### src/rtl/mbc_pkg.sv
package mbc_pkg;
  typedef enum logic [1:0] {
    SP_LMEM = 2'b00,
    SP_MEM  = 2'b01,
    SP_IO   = 2'b10,
    SP_XREG = 2'b11
  } space_e;

  typedef enum logic [1:0] {
    ST_IDLE,
    ST_ADDR,
    ST_REQ1,
    ST_REQW
  } seq_e;

  typedef struct packed {
    space_e space;
    logic   write;
  } kind_t;

  localparam int KIND_W  = $bits(kind_t);
  localparam int NUM_CMD = 1 << KIND_W;
endpackage

### src/rtl/mbc_sequencer.sv
module mbc_sequencer (
  input  logic clk,
  input  logic rst_n,
  input  logic req_valid,
  input  logic bus_release,
  input  logic lock_held,
  input  logic bus_ready,
  output logic req_ready,
  output logic accept,
  output logic addr_stb,
  output logic xfer_n,
  output logic done,
  output logic released
);
  import mbc_pkg::*;

  seq_e state;
  logic rdy_fall;
  logic release_now;

  // half-clock sampler: the rising-edge logic reads this value back
  always_ff @(negedge clk or negedge rst_n) begin
    if (!rst_n) rdy_fall <= 1'b0;
    else        rdy_fall <= bus_ready;
  end

  assign release_now = bus_release && !lock_held;
  assign req_ready   = (state == ST_IDLE) && !released && !release_now;
  assign accept      = req_valid && req_ready;
  assign addr_stb    = (state == ST_ADDR);
  assign xfer_n      = !((state == ST_REQ1) || (state == ST_REQW));
  assign done        = (state == ST_REQW) && rdy_fall;

  always_ff @(posedge clk or negedge rst_n) begin
    if (!rst_n) begin
      state <= ST_IDLE;
    end else begin
      unique case (state)
        ST_IDLE: if (accept) state <= ST_ADDR;
        ST_ADDR: state <= ST_REQ1;
        ST_REQ1: state <= ST_REQW;
        ST_REQW: if (rdy_fall) state <= ST_IDLE;
        default: state <= ST_IDLE;
      endcase
    end
  end

  always_ff @(posedge clk or negedge rst_n) begin
    if (!rst_n)                                released <= 1'b0;
    else if ((state == ST_IDLE) && release_now) released <= 1'b1;
    else if (!bus_release)                     released <= 1'b0;
  end


  ast_single_chk: assert property (@(posedge clk) disable iff (!rst_n)
    addr_stb |=> (!addr_stb && !xfer_n));

  min_two_chk: assert property (@(posedge clk) disable iff (!rst_n)
    $fell(xfer_n) |=> !xfer_n);

  busy_ready_chk: assert property (@(posedge clk) disable iff (!rst_n)
    (!xfer_n || addr_stb) |-> !req_ready);
endmodule

### src/rtl/mbc_addr_latch.sv
module mbc_addr_latch #(
  parameter int BUS_W      = 16,
  parameter int ALIGN_BITS = 1
) (
  input  logic               clk,
  input  logic               rst_n,
  input  logic               accept,
  input  logic               addr_stb,
  input  logic [BUS_W-1:0]   req_addr,
  input  logic [BUS_W-1:0]   req_wdata,
  input  mbc_pkg::kind_t     req_kind,
  output logic [BUS_W-1:0]   hold_addr,
  output logic [BUS_W-1:0]   hold_wdata,
  output mbc_pkg::kind_t     hold_kind,
  output logic [BUS_W-1:0]   lat_addr
);
  import mbc_pkg::*;

  logic [BUS_W-1:0] aligned;

  genvar b;
  generate
    for (b = 0; b < BUS_W; b++) begin : g_align
      if (b < ALIGN_BITS) begin : g_zero
        assign aligned[b] = 1'b0;
      end else begin : g_keep
        assign aligned[b] = hold_addr[b];
      end
    end
  endgenerate

  always_ff @(posedge clk or negedge rst_n) begin
    if (!rst_n) begin
      hold_addr  <= '0;
      hold_wdata <= '0;
      hold_kind  <= '{space: SP_LMEM, write: 1'b0};
    end else if (accept) begin
      hold_addr  <= req_addr;
      hold_wdata <= req_wdata;
      hold_kind  <= req_kind;
    end
  end

  // trailing edge of the address strobe captures the address
  always_ff @(posedge clk or negedge rst_n) begin
    if (!rst_n)        lat_addr <= '0;
    else if (addr_stb) lat_addr <= aligned;
  end


  lat_stable_chk: assert property (@(posedge clk) disable iff (!rst_n)
    !$past(addr_stb) |-> $stable(lat_addr));
endmodule

### src/rtl/mbc_cmd_decode.sv
module mbc_cmd_decode (
  input  logic                            clk,
  input  logic                            rst_n,
  input  logic                            active,
  input  mbc_pkg::kind_t                  kind,
  output logic [mbc_pkg::NUM_CMD-1:0]     cmd_n
);
  import mbc_pkg::*;

  logic [KIND_W-1:0] code;
  assign code = {kind.space, kind.write};

  genvar i;
  generate
    for (i = 0; i < NUM_CMD; i++) begin : g_cmd
      assign cmd_n[i] = !(active && (code == KIND_W'(i)));
    end
  endgenerate


  one_strobe_chk: assert property (@(posedge clk) disable iff (!rst_n)
    $onehot0(~cmd_n));

  strobe_phase_chk: assert property (@(posedge clk) disable iff (!rst_n)
    !active |-> (&cmd_n));
endmodule

### src/rtl/mbc_top.sv
module mbc_top #(
  parameter int BUS_W      = 16,
  parameter int ALIGN_BITS = 1
) (
  input  logic             clk,
  input  logic             rst_n,
  input  logic             req_valid,
  output logic             req_ready,
  input  logic [1:0]       req_space,
  input  logic             req_write,
  input  logic [BUS_W-1:0] req_addr,
  input  logic [BUS_W-1:0] req_wdata,
  output logic             rsp_valid,
  output logic [BUS_W-1:0] rsp_rdata,
  output logic [BUS_W-1:0] ad_out,
  output logic             ad_oe,
  input  logic [BUS_W-1:0] ad_in,
  output logic             addr_stb,
  output logic             xfer_n,
  input  logic             bus_ready,
  output logic [BUS_W-1:0] lat_addr,
  input  logic             bus_release,
  output logic             drv_en,
  output logic             lmem_rd_n,
  output logic             lmem_wr_n,
  output logic             mem_rd_n,
  output logic             mem_wr_n,
  output logic             io_rd_n,
  output logic             io_wr_n,
  output logic             xr_rd_n,
  output logic             xr_wr_n
);
  import mbc_pkg::*;

  kind_t             req_kind;
  kind_t             hold_kind;
  logic [BUS_W-1:0]  hold_addr;
  logic [BUS_W-1:0]  hold_wdata;
  logic              accept;
  logic              done;
  logic              released;
  logic              lock_held;
  logic [NUM_CMD-1:0] cmd_n;

  assign req_kind = '{space: space_e'(req_space), write: req_write};

  mbc_sequencer u_seq (
    .clk(clk), .rst_n(rst_n), .req_valid(req_valid), .bus_release(bus_release),
    .lock_held(lock_held), .bus_ready(bus_ready), .req_ready(req_ready),
    .accept(accept), .addr_stb(addr_stb), .xfer_n(xfer_n), .done(done),
    .released(released)
  );

  mbc_addr_latch #(.BUS_W(BUS_W), .ALIGN_BITS(ALIGN_BITS)) u_lat (
    .clk(clk), .rst_n(rst_n), .accept(accept), .addr_stb(addr_stb),
    .req_addr(req_addr), .req_wdata(req_wdata), .req_kind(req_kind),
    .hold_addr(hold_addr), .hold_wdata(hold_wdata), .hold_kind(hold_kind),
    .lat_addr(lat_addr)
  );

  mbc_cmd_decode u_dec (
    .clk(clk), .rst_n(rst_n), .active(!xfer_n), .kind(hold_kind), .cmd_n(cmd_n)
  );

  assign lmem_rd_n = cmd_n[0];
  assign lmem_wr_n = cmd_n[1];
  assign mem_rd_n  = cmd_n[2];
  assign mem_wr_n  = cmd_n[3];
  assign io_rd_n   = cmd_n[4];
  assign io_wr_n   = cmd_n[5];
  assign xr_rd_n   = cmd_n[6];
  assign xr_wr_n   = cmd_n[7];

  assign ad_out = addr_stb ? hold_addr : hold_wdata;
  assign ad_oe  = addr_stb || (!xfer_n && hold_kind.write);
  assign drv_en = !released;

  // atomic pair tracking for locked memory
  always_ff @(posedge clk or negedge rst_n) begin
    if (!rst_n) lock_held <= 1'b0;
    else if (done && (hold_kind.space == SP_LMEM)) lock_held <= !hold_kind.write;
  end

  always_ff @(posedge clk or negedge rst_n) begin
    if (!rst_n) begin
      rsp_valid <= 1'b0;
      rsp_rdata <= '0;
    end else begin
      rsp_valid <= done;
      if (done && !hold_kind.write) rsp_rdata <= ad_in;
    end
  end


  rsp_pulse_chk: assert property (@(posedge clk) disable iff (!rst_n)
    rsp_valid |=> !rsp_valid);

  released_quiet_chk: assert property (@(posedge clk) disable iff (!rst_n)
    !drv_en |-> (!addr_stb && xfer_n && !ad_oe));

  lock_keep_chk: assert property (@(posedge clk) disable iff (!rst_n)
    (lock_held && drv_en) |=> drv_en);
endmodule

### config.mk
export PLATFORM = sky130hd
export DESIGN_NAME = mbc_top
export DESIGN_NICKNAME = d
export VERILOG_FILES = /design/src/rtl/mbc_pkg.sv /design/src/rtl/mbc_sequencer.sv /design/src/rtl/mbc_addr_latch.sv /design/src/rtl/mbc_cmd_decode.sv /design/src/rtl/mbc_top.sv
export SDC_FILE = /design/constraint.sdc
export NUM_CORES = 1
export LEC_CHECK = 0
export ABC_CLOCK_PERIOD_IN_PS = 1400
export BUFFER_PORTS_ARGS = -buffer_cell sky130_fd_sc_hd__buf_4
export CAP_MARGIN = 0
export CELL_PAD_IN_SITES_DETAIL_PLACEMENT = 1
export CELL_PAD_IN_SITES_GLOBAL_PLACEMENT = 1
export CORE_MARGIN = 10
export CORE_UTILIZATION = 35
export CTS_BUF_LIST = sky130_fd_sc_hd__clkbuf_4 sky130_fd_sc_hd__clkbuf_8
export DETAILED_ROUTE_END_ITERATION = 8
export MAX_ROUTING_LAYER = met4
export PLACE_DENSITY_LB_ADDON = 0.1
export SYNTH_ARGS = -nofsm -noshare
export SYNTH_HDL_FRONTEND = slang
export SYNTH_SLANG_ARGS = --single-unit
### constraint.sdc
create_clock -name clk -period 1.4 [get_ports clk]
set_input_delay 0 -clock clk [delete_from_list [all_inputs] [get_ports clk]]
set_output_delay 0 -clock clk [all_outputs]
set_load 0.02 [all_outputs]
==> results.md, run 1 <==
- RSZ-0062 raised after global routing: true
- Post-DP HPWL: 6.12 mm
- Multi-input gate area: 0.00145 sq mm
- Post-Layout Inst Area: 0.00571 sq mm
- Largest net degree at the start of global routing: 72
- CTS buffer count: 9
- CP bufs+invs: 0
- Yosys warns: 0
- Post-Route WL: 11.4 mm
- Crit path DAT: 2.21 ns
- Slew Viols, Final: 0
- Clk_lat worst skew: 0.36 ns
- Critical-path top delay cell: dfrtn_1
- Post-synth cell types: 33
- WL met1: 4.58 mm
- Hold depth: 4
- Syn Std Cell Area: 0.00317 sq mm
- Cell count after synthesis: 255
- Clk sinks: 72
- Worst R2R Path Depth: 3
- Reg2reg setup slack: -0.57 ns
- CTS Root Cell: clkbuf_8
- Vias in the first global route: 3234
- Hold Path Origin: req_valid
- Top Metal Used: met4
- Pre-antenna DRT Iters: 2
- Largest family of logic cells by synthesized area: multiplexers
- Global-route wire length before repair: 17.9 mm
- Die H: 115 um
- Slowest stage delay, CP: 0.43 ns
- WHS Endpoint: u_seq.state[0]$_DFFE_PN0P_
- Crit-path cells: nand2_2 -> or2_4 -> mux2_4
- Leakage: 2.78 nW
- Total global-route track usage: 17.8%
- Failing checks: negative setup slack
- Post-DP Area: 0.00434 sq mm
- Setup Crit Path Kind: register to register
- Remaining antenna violation count: 0
- Max VDD drop: 1.36 mV
- Die width: 115 um
- Min-delay worst type: input port to register
- RR Endpoint: rsp_rdata[11]$_DFFE_PN0P_
- Placer Congestion: 0.697
- CTS tree: built
- Vias per cell: 4.70
- Syn Nets: 315
- Avg WL per Cell: 19.8 um
- Worst endpoint required time: 1.64 ns
- EDFF count, synth: 0
- Fin nets: 526
- Pre-CTS WS: -0.605 ns
- Max Cap Viol: 0
- Hold Vio Cnt, Final: 0
- P&R area growth vs syn: 80.3%
- Post-synthesis mux area share: 20.9%
- Final worst setup slack: -0.566 ns
- P per Cell Area: 2460 mW/mm^2
- Antenna diodes: 0
- Worst-case clock buffer depth: 2
- Met3 routed WL: 671 um
- Status: finished with violations
- Compound-Gate Fraction of Synth Area: 6.44%
- Most common cell after layout, fill and taps aside: buf_4
- Levels on crit path: 3
- Tot Pwr: 14.1 mW
- Via count: 2721
- CTS H-tree depth: 3
- Top_reg_cell synth: dfrtp_1
- Commonest cells after routing, fill and taps aside: 104 x buf_4, 70 x dfrtp_1, 53 x dlygate4sd3_1
- Port Buffers: 116
- Worst Skew: 0.0207 ns
- Setup violators final: 90
- Crit. End Element: register
- Flops & latches, synth: 72
- Ys async rst share: 100%
- Reg clk slew, reported paths: 0.09 ns
- Row count: 34
- Critical path launch point type: register
- Crit path max fanout: 8
- Die Area: 0.0133 sq mm
- Wire length on met2: 6.04 mm
- Residual DRC: 0
- Post-Synth Simple-Gate Area: 7.23%
- Mean Syn Cell Area: 12.4 sq um
- Post-Synth Adder-Cell Area: 1.58%
- GRT overflow: 0
- Reg area: 0.00180 sq mm
- Xor and xnor area share after synthesis: 0%
- Io pins: 118
- Ratio of cells with drive above 1 in the final layout: 58.6%
- Setup TNS: -24.99 ns
- Seq/Total Area, Yosys: 56.9%
- Layout fillers: 849
- DRT iter0 DRCs: 77
- Initial Utilization: 36.2%
- Core ar.: 0.00876 sq mm
- Initial antenna violation count: 0
- Reg2reg start: u_seq.rdy_fall$_DFF_NN0_
- Critical path's top delay family: flip-flops
worst max path at each step:
stage / start / to / slack, ns
after floorplan: u_seq.rdy_fall$_DFF_NN0_ / rsp_rdata[0]$_DFFE_PN0P_ / -0.66
after global placement: u_seq.rdy_fall$_DFF_NN0_ / rsp_rdata[2]$_DFFE_PN0P_ / -0.59
after detailed placement: u_seq.rdy_fall$_DFF_NN0_ / rsp_rdata[8]$_DFFE_PN0P_ / -0.61
after CTS: u_seq.rdy_fall$_DFF_NN0_ / rsp_rdata[6]$_DFFE_PN0P_ / -0.57
after global routing: u_seq.rdy_fall$_DFF_NN0_ / rsp_rdata[11]$_DFFE_PN0P_ / -0.60
final: u_seq.rdy_fall$_DFF_NN0_ / rsp_rdata[11]$_DFFE_PN0P_ / -0.57
power breakdown:
group | internal (mW) | switching (mW) | total (mW)
sequential | 3.11 | 0.734 | 3.85
combinational | 4.51 | 3.97 | 8.48
clock | 0.853 | 0.875 | 1.73
total | 8.48 | 5.58 | 14.1
layout make-up:
type	count	share of cell area [%]
inverter	34	2.28
clock inverter	6	1.18
tap	108	2.37
multi-input combinational	139	25.3
clock buffer	10	2.30
timing repair buffer	210	35.0
sequential	72	31.6
Yosys cell counts, types with 2 or more instances:
cell | instances | area share, %
o21ai_0 | 31 | 4.9
nand2_1 | 24 | 2.8
mux2_4 | 20 | 9.5
ha_1 | 4 | 1.6
nor2b_1 | 4 | 0.79
dfrtp_1 | 71 | 56
inv_1 | 34 | 4.0
nor2_1 | 4 | 0.47
clkbuf_1 | 5 | 0.59
mux2_1 | 3 | 1.1
mux2_2 | 29 | 10
buf_6 | 4 | 1.4
nand3_1 | 2 | 0.32
timing repair:
item | 4_1_cts | 5_1_grt
buffers inserted | 14 | 15
endpoints found under the setup margin | 68 | 89
gates cloned | 5 | 1
pin swaps | 11 | 12
hold buffers | 53 | 0
hold endpoints to repair | 123 | 0
resized for setup | 82 | 31
state kept, by name, indices dropped and copies added (netlist names):
signal,cells
lock_held,1
rsp_rdata,16
rsp_valid,1
u_lat.hold_addr,16
u_lat.hold_kind,3
u_lat.hold_wdata,16
u_lat.lat_addr,15
u_seq.rdy_fall,1
u_seq.released,1
u_seq.state,2
metrics by stage:
stage / util, % / hold WS, ns / instances
floorplan: - / -0.296 / 255
global placement: 49.5 / 0.103 / 483
detailed placement: 49.5 / 0.100 / 483
CTS: 64.4 / 0.121 / 571
finish: 65.2 / 0.185 / 579
global route: 65.2 / 0.187 / 579
logic make-up (layout without fill, tap and decap cells):
family                   Yosys count  count (layout)
flip-flops                        72              72
AO/OA/AOI/OAI                     37              37
buffers and inverters             45             260
adder cells (fa/ha/maj)            4               4
multiplexers                      52              52
AND/OR/NAND/NOR                   44              45
other                              1               1
worst register-to-register path, delay by kind of cell, from the launching register on:
kind             cells  cell delay [ns]
AND/OR/NAND/NOR      2             0.41
multiplexers         1             0.33
flip-flops           1             0.43
metal layers:
| metal | up-vias | track usage (%) |
|---|---|---|
| met2 | 83 | 30.7 |
| met1 | 1356 | 19.5 |
| met5 | - | - |
| met3 | 16 | 5.16 |
| li1 | 1266 | - |
| met4 | 0 | 5.45 |
Note: power is estimated with default switching activity, not from simulation.
==> run 2, diff against run 1 <==
--- a/config.mk
+++ b/config.mk
@@ -5,17 +5,18 @@
 export SDC_FILE = /design/constraint.sdc
 export NUM_CORES = 1
 export LEC_CHECK = 0
-export ABC_CLOCK_PERIOD_IN_PS = 1400
+export ABC_CLOCK_PERIOD_IN_PS = 1900
 export BUFFER_PORTS_ARGS = -buffer_cell sky130_fd_sc_hd__buf_4
 export CAP_MARGIN = 0
 export CELL_PAD_IN_SITES_DETAIL_PLACEMENT = 1
 export CELL_PAD_IN_SITES_GLOBAL_PLACEMENT = 1
 export CORE_MARGIN = 10
-export CORE_UTILIZATION = 35
+export CORE_UTILIZATION = 40
 export CTS_BUF_LIST = sky130_fd_sc_hd__clkbuf_4 sky130_fd_sc_hd__clkbuf_8
 export DETAILED_ROUTE_END_ITERATION = 8
 export MAX_ROUTING_LAYER = met4
 export PLACE_DENSITY_LB_ADDON = 0.1
 export SYNTH_ARGS = -nofsm -noshare
 export SYNTH_HDL_FRONTEND = slang
+export SYNTH_HIERARCHICAL = 1
 export SYNTH_SLANG_ARGS = --single-unit
==> constraint.sdc (replaced) <==
create_clock -name clk -period 1.9 [get_ports clk]
set_input_delay 0 -clock clk [delete_from_list [all_inputs] [get_ports clk]]
set_output_delay 0 -clock clk [all_outputs]
set_load 0.02 [all_outputs]
==> run 2 against run 1 <==
Effect of this change:
- critical endpoint is now rsp_rdata[9]$_DFFE_PN0P_
- critical path depth rose by 1
- flip-flop and latch count did not move
- clock power decreased by 29%
- setup slack improved by 0.21 ns
- critical path type unchanged
- combinational power fell by 40%
- the run still ends with negative setup slack left
- routed wire length fell by 16%
- clock-buffer cell count unchanged
==> results.md, run 2 <==
- Status: finished with violations
- Failing checks: negative setup slack
- Vias per cell: 4.81 (+2.3%)
- Critical path's top delay family: flip-flops
- Worst endpoint required time: 2.13 ns (+0.49 ns)
- Via count: 2399 (-12%)
- EDFF count, synth: 0 (unchanged)
- Commonest cells after routing, fill and taps aside: 123 x buf_4, 71 x dfrtp_1, 54 x mux2_4
- Util after Layout: 63.0% (-2.2 points)
- Worst setup startpoint: u_seq/rdy_fall$_DFF_NN0_
- Placer Congestion: 0.756 (+8.3%)
- Slowest stage delay, CP: 0.40 ns (-0.03 ns)
- Core ar.: 0.00822 sq mm (-6.2%)
- Layout fillers: 808 (-4.8%)
- P per Cell Area: 1770 mW/mm^2 (-28%)
- Xor and xnor area share after synthesis: 0% (unchanged)
- Pre-antenna DRT Iters: 4 (+2)
- Most common cell after layout, fill and taps aside: buf_4
- Residual DRC: 0 (unchanged)
- CTS buffer count: 9 (unchanged)
- Clk_lat worst skew: 0.35 ns (about the same)
- Critical-path top delay cell: dfrtn_1
- Crit. End Element: register
- Initial Utilization: 41.1% (+5.0 points)
- Critical path launch point type: register
- Max VDD drop: 0.886 mV (-35%)
- Ys async rst share: 100% (unchanged)
- Post-synthesis mux area share: 33.2% (+12 points)
- Cell taking the most area after synthesis: dfrtp_1
- CTS tree: built
- CP bufs+invs: 1 (+1)
- Post-synth cell types: 32 (-3.0%)
- CTS H-tree depth: 3 (unchanged)
- Initial antenna violation count: 1 (+1)
- Pre-CTS WS: -0.392 ns (+0.213 ns)
- Remaining antenna violation count: 0 (unchanged)
- Mean Syn Cell Area: 16.4 sq um (+32%)
- Cell count after synthesis: 206 (-19%)
- Synth top cells by count: 71 x dfrtp_1, 50 x mux2_4, 32 x mux2_2, 5 x inv_1
- Min-delay worst type: input port to asynchronous set/reset pin
- Clk sinks: 72 (unchanged)
- Max Cap Viol: 0 (unchanged)
- Total global-route track usage: 15.7% (-2.1 points)
- Top-count cell post-synth: dfrtp_1
- Registers with the most flip-flops: rsp_rdata: 16 flops, u_lat/hold_addr: 16 flops, u_lat/hold_wdata: 16 flops
- Slew Viols, Final: 0 (unchanged)
- Seq/Total Area, Yosys: 53.3% (-3.6 points)
- Syn Std Cell Area: 0.00338 sq mm (+6.7%)
- Largest family of logic cells by synthesized area: multiplexers
- Crit path DAT: 2.49 ns (+0.28 ns)
- Row count: 33 (-2.9%)
- Leakage: 2.44 nW (-12%)
- Worst Skew: 0.0227 ns (+0.00206 ns)
- Global-route wire length before repair: 15.3 mm (-14%)
- RSZ-0062 raised after global routing: true
- Compound-Gate Fraction of Synth Area: 1.37% (-5.1 points)
- Largest net degree at the start of global routing: 30 (-58%)
- Synth top area share: 52.6% (-3.5 points)
- Setup Crit Path Kind: register to register
- Worst-case clock buffer depth: 2 (unchanged)
- Avg WL per Cell: 19.3 um (-2.4%)
- Post-DP HPWL: 6.60 mm (+7.8%)
- Die width: 112 um (-2.8%)
- Flops & latches, synth: 72 (unchanged)
- Vias in the first global route: 2727 (-16%)
- Crit-path cells: and2_4 -> nor2b_4 -> buf_12 -> mux2_2
- Yosys warns: 6 (+6)
- CTS Root Cell: clkbuf_8
- Reg clk slew, reported paths: 0.08 ns (about the same)
- Synth area leaders: dfrtp_1 53%, mux2_4 22%, mux2_2 11%
- Port Buffers: 116 (unchanged)
- Top_reg_cell synth: dfrtp_1
- Syn Nets: 266 (-16%)
- Post-Route WL: 9.63 mm (-16%)
- Crit path max fanout: 16 (+8)
- GRT overflow: 0 (unchanged)
- Ratio of cells with drive above 1 in the final layout: 60.8% (+2.2 points)
- Die H: 112 um (-2.8%)
- Post-Synth Adder-Cell Area: 1.48% (-0.099 points)
- Die Area: 0.0125 sq mm (-5.5%)
- Final worst setup slack: -0.360 ns (+0.206 ns)
- Fin nets: 448 (-15%)
- P&R area growth vs syn: 53.1%
- DRT iter0 DRCs: 49 (-36%)
- Tot Pwr: 9.17 mW (-35%)
- Reg2reg start: u_seq/rdy_fall$_DFF_NN0_
- Setup violators final: 17 (-81%)
- Hold Vio Cnt, Final: 0 (unchanged)
- Post-Synth Simple-Gate Area: 5.70% (-1.5 points)
- Io pins: 118 (unchanged)
==> run 2: cell families (layout without fill, tap and decap cells) <==
| family | count (synthesis) | after routing |
|---|---|---|
| buffers and inverters | 16 | 203 |
| adder cells (fa/ha/maj) | 4 | 4 |
| flip-flops | 72 | 72 |
| other | 1 | 2 |
| multiplexers | 83 | 83 |
| AO/OA/AOI/OAI | 5 | 5 |
| AND/OR/NAND/NOR | 25 | 25 |
==> run 2: final timing paths <==
kind	cells after the start	to	slack [ns]
min in group clk	4	u_seq/state[1]$_DFFE_PN0P_	0.14
hold / removal	2	rsp_rdata[0]$_DFFE_PN0P_	0.06
hold reg to reg	1	u_lat/hold_wdata[2]$_DFFE_PN0P_	0.51
setup reg to reg	4	rsp_rdata[9]$_DFFE_PN0P_	-0.36
setup / recovery	4	rsp_rdata[9]$_DFFE_PN0P_	-0.36
max in group asynchronous	2	u_seq/rdy_fall$_DFF_NN0_	0.73
==> run 2: per-stage QoR <==
stage / TNS [ns] / std cells / hold WS (ns) / cell area, sq um
floorplan: -5.24 / 206 / -0.296 / 3390
global placement: -5.48 / 425 / -0.104 / 4360
detailed placement: -5.86 / 425 / -0.107 / 4360
CTS: -5.37 / 497 / 0.0565 / 5130
global route: -6.88 / 499 / 0.0629 / 5170
finish: -5.52 / 499 / 0.0606 / 5170
==> run 2: repair_timing <==
action / 4_1_cts / 5_1_grt
hold buffers: 53 / 0
buffers inserted: 3 / 1
endpoints found under the hold margin: 123 / 0
pin swaps: 1 / 2
gates resized for setup: 5 / 10
setup endpoints to repair: 26 / 43
==> run 2: power breakdown <==
group / total [mW] / switching (mW) / internal, mW
combinational: 5.05 / 2.23 / 2.81
clock: 1.22 / 0.597 / 0.625
sequential: 2.91 / 0.597 / 2.31
==> run 2: cell type report <==
cell class,count,area (sq um),area share [%]
Antenna cell,1,2.50,0.0484
Clock buffer,10,131,2.54
Clock inverter,6,67.6,1.31
Timing Repair Buffer,182,1560,30.1
Sequential cell,72,1800,34.8
Tap cell,105,131,2.54
Multi-Input combinational cell,118,1460,28.3
Inverter,5,18.8,0.363
==> run 2: routing by layer <==
layer	wire length, um	GRT usage (%)	vias up
li1	-	-	1096
met1	3970	17.5	1225
met2	5100	26.5	68
met3	487	4.83	10
met4	71	4.54	0
met5	0	-	-
==> run 2: worst reg2reg max path: stages (launching register included) <==
cell     delay, ns
dfrtn_1       0.40
and2_4        0.14
nor2b_4       0.15
buf_12        0.18
mux2_2        0.35
==> run 3, diff against run 2 <==
--- a/config.mk
+++ b/config.mk
@@ -5,7 +5,7 @@
 export SDC_FILE = /design/constraint.sdc
 export NUM_CORES = 1
 export LEC_CHECK = 0
-export ABC_CLOCK_PERIOD_IN_PS = 1900
+export ABC_CLOCK_PERIOD_IN_PS = 2900
 export BUFFER_PORTS_ARGS = -buffer_cell sky130_fd_sc_hd__buf_4
 export CAP_MARGIN = 0
 export CELL_PAD_IN_SITES_DETAIL_PLACEMENT = 1
==> constraint.sdc (replaced) <==
create_clock -name clk -period 2.9 [get_ports clk]
set_input_delay 0 -clock clk [delete_from_list [all_inputs] [get_ports clk]]
set_output_delay 0 -clock clk [all_outputs]
set_load 0.02 [all_outputs]
==> run 3 against run 2 <==
Effect of this change:
- the run now ends clean
- die area is the same
- non-clock buffer count shrank 9
- first-iteration DRC count shrank 51%
- core utilization shrank 1.6 points
- power shrank 36%
- cell area shrank 2.5%
- hold slack gained 0.070 ns
- sequential share of layout area grew 0.89 points
- global-route usage shrank 0.54 points
- combinational power shrank 37%
- routed wire length shrank 4.2%
- sequential power shrank 36%
- critical path type unchanged
- critical endpoint unchanged
- largest power group unchanged
==> results.md, run 3 (synthesis results as in run 2) <==
- Io pins: 118 (unchanged)
- Antenna diodes: 0 (-1)
- Die H: 112 um (unchanged)
- Critical-path top delay cell: dfrtn_1
- Leakage: 2.38 nW (-2.6%)
- Worst endpoint required time: 3.14 ns (+1.01 ns)
- Slowest stage delay, CP: 0.40 ns (about the same)
- Clk sinks: 72 (unchanged)
- Reg clk slew, reported paths: 0.08 ns (about the same)
- Most common cell after layout, fill and taps aside: buf_4
- CP bufs+invs: 1 (unchanged)
- Post-Route WL: 9.22 mm (-4.2%)
- Post-DP HPWL: 6.10 mm (-7.5%)
- Post-DP Area: 0.00431 sq mm (-1.1%)
- Layout fillers: 797 (-1.4%)
- Min-delay worst type: input port to asynchronous set/reset pin
- Vias per cell: 4.75 (-1.2%)
- Reg2reg setup slack: 0.08 ns (+0.44 ns)
- Switch share: 37.2% (-0.12 points)
- Setup Crit Path Kind: register to register
- Critical path's top delay family: flip-flops
- Setup TNS: 0 ns (+5.52 ns)
- Registers with the most flip-flops: rsp_rdata: 16 flops, u_lat/hold_addr: 16 flops, u_lat/hold_wdata: 16 flops
- Slew Viols, Final: 0 (unchanged)
- Status: completed
- Clk_lat worst skew: 0.35 ns (about the same)
- Max Cap Viol: 0 (unchanged)
- Seq pwr share: 32.0% (+0.3 points)
- Via count: 2322 (-3.2%)
- Ratio of cells with drive above 1 in the final layout: 58.6% (-2.2 points)
- RSZ-0062 raised after global routing: false
- Fin nets: 439 (-2.0%)
- Hold Vio Cnt, Final: 0 (unchanged)
- Max VDD drop: 0.660 mV (-25%)
- GRT overflow: 0 (unchanged)
- Slew HR: 65.8%
- Crit path max fanout: 16 (unchanged)
- CTS buffer count: 9 (unchanged)
- Total global-route track usage: 15.2% (-0.54 points)
- Placer Congestion: 0.747 (-1.1%)
- Worst slew pin tran: 0.513 ns
- Die width: 112 um (unchanged)
- Row count: 33 (unchanged)
- Die Area: 0.0125 sq mm (unchanged)
- Setup violators final: 0 (-17)
- Gate power share: 54.0% (-1.0 points)
- Core ar.: 0.00822 sq mm (unchanged)
- Crit path DAT: 3.06 ns (+0.57 ns)
- Initial antenna violation count: 0 (-1)
- Remaining antenna violation count: 0 (unchanged)
- Post-CTS Setup Inserts: 0 (-3)
- Critical path launch point type: register
- Util after Layout: 61.4% (-1.6 points)
- Largest net degree at the start of global routing: 41 (+37%)
- Crit. End Element: register
- CTS H-tree depth: 3 (unchanged)
- Int Power: 3.68 mW (-36%)
- Avg WL per Cell: 18.9 um (-2.3%)
- CTS tree: built
- Switching power of the nets: 2.18 mW (-36%)
- Crit-path cells: and2_2 -> nor2b_2 -> buf_12 -> mux2_2
- P per Cell Area: 1160 mW/mm^2 (-35%)
- Global-route wire length before repair: 14.8 mm (-3.5%)
- Initial Utilization: 41.1% (unchanged)
- Port Buffers: 116 (unchanged)
- Commonest cells after routing, fill and taps aside: 117 x buf_4, 71 x dfrtp_1, 53 x dlygate4sd3_1
- Post-Layout Inst Area: 0.00504 sq mm (-2.5%)
- Worst-case clock buffer depth: 2 (unchanged)
- Residual DRC: 0 (unchanged)
- CTS Root Cell: clkbuf_8
- Pre-antenna DRT Iters: 4 (unchanged)
- Worst Skew: 0.0157 ns (-0.00707 ns)
- Clock network fraction of design power: 14.0% (+0.7 points)
- DRT iter0 DRCs: 24 (-51%)
- Vias in the first global route: 2594 (-4.9%)
- P&R area growth vs syn: 49.2%
run 3: cell type report:
type | instances | area, sq um | share of cell area [%]
Clock buffer | 10 | 138 | 2.73
Clock inverter | 6 | 67.6 | 1.34
Inverter | 5 | 18.8 | 0.372
Multi-Input combinational cell | 118 | 1420 | 28.1
Sequential cell | 72 | 1800 | 35.7
Tap cell | 105 | 131 | 2.60
Timing Repair Buffer | 173 | 1470 | 29.1
run 3: final timing paths:
path / from / endpoint / cells after the start
worst max-delay path: u_seq/rdy_fall$_DFF_NN0_ / rsp_rdata[9]$_DFFE_PN0P_ / 4
worst min-delay path: rst_n / rsp_rdata[5]$_DFFE_PN0P_ / 2
worst max register to register: u_seq/rdy_fall$_DFF_NN0_ / rsp_rdata[9]$_DFFE_PN0P_ / 4
worst min register to register: u_lat/hold_wdata[9]$_DFFE_PN0P_ / u_lat/hold_wdata[9]$_DFFE_PN0P_ / 1
max in group asynchronous: rst_n / u_seq/rdy_fall$_DFF_NN0_ / 2
min in group clk: req_valid / u_seq/state[0]$_DFFE_PN0P_ / 4
run 3: routing by layer:
metal	global-route usage [%]	wire length [um]
met5	-	0
met4	6.00	186
met3	3.86	477
met2	23.6	4550
met1	18.4	4010
run 3: repair_timing:
action	4_1_cts	5_1_grt
hold buffers	53	0
gates resized for setup	0	0
endpoints found under the hold margin	83	0
setup endpoints to repair	0	0
run 3: power groups by stage:
| stage | clock network [mW] | logic [mW] | registers (mW) |
|---|---|---|---|
| 2_1_floorplan | 0 | 1.84 | 2.07 |
| 3_3_place_gp | 0 | 3.07 | 1.87 |
| 3_5_place_dp | 0 | 3.12 | 1.89 |
| 4_1_cts | 0.849 | 3.19 | 1.88 |
| 5_1_grt | 0.885 | 3.37 | 1.95 |
| 6_report | 0.818 | 3.16 | 1.87 |
run 3: per-stage QoR:
step | power [mW] | cells | setup WS, ns | hold slack, ns
floorplan | 3.91 | 206 | 0.122 | -0.296
global placement | 4.94 | 420 | 0.0910 | -0.0207
detailed placement | 5.01 | 420 | 0.0571 | -0.0171
CTS | 5.92 | 489 | 0.0728 | 0.119
global route | 6.20 | 489 | 0.0348 | 0.139
finish | 5.85 | 489 | 0.0794 | 0.130
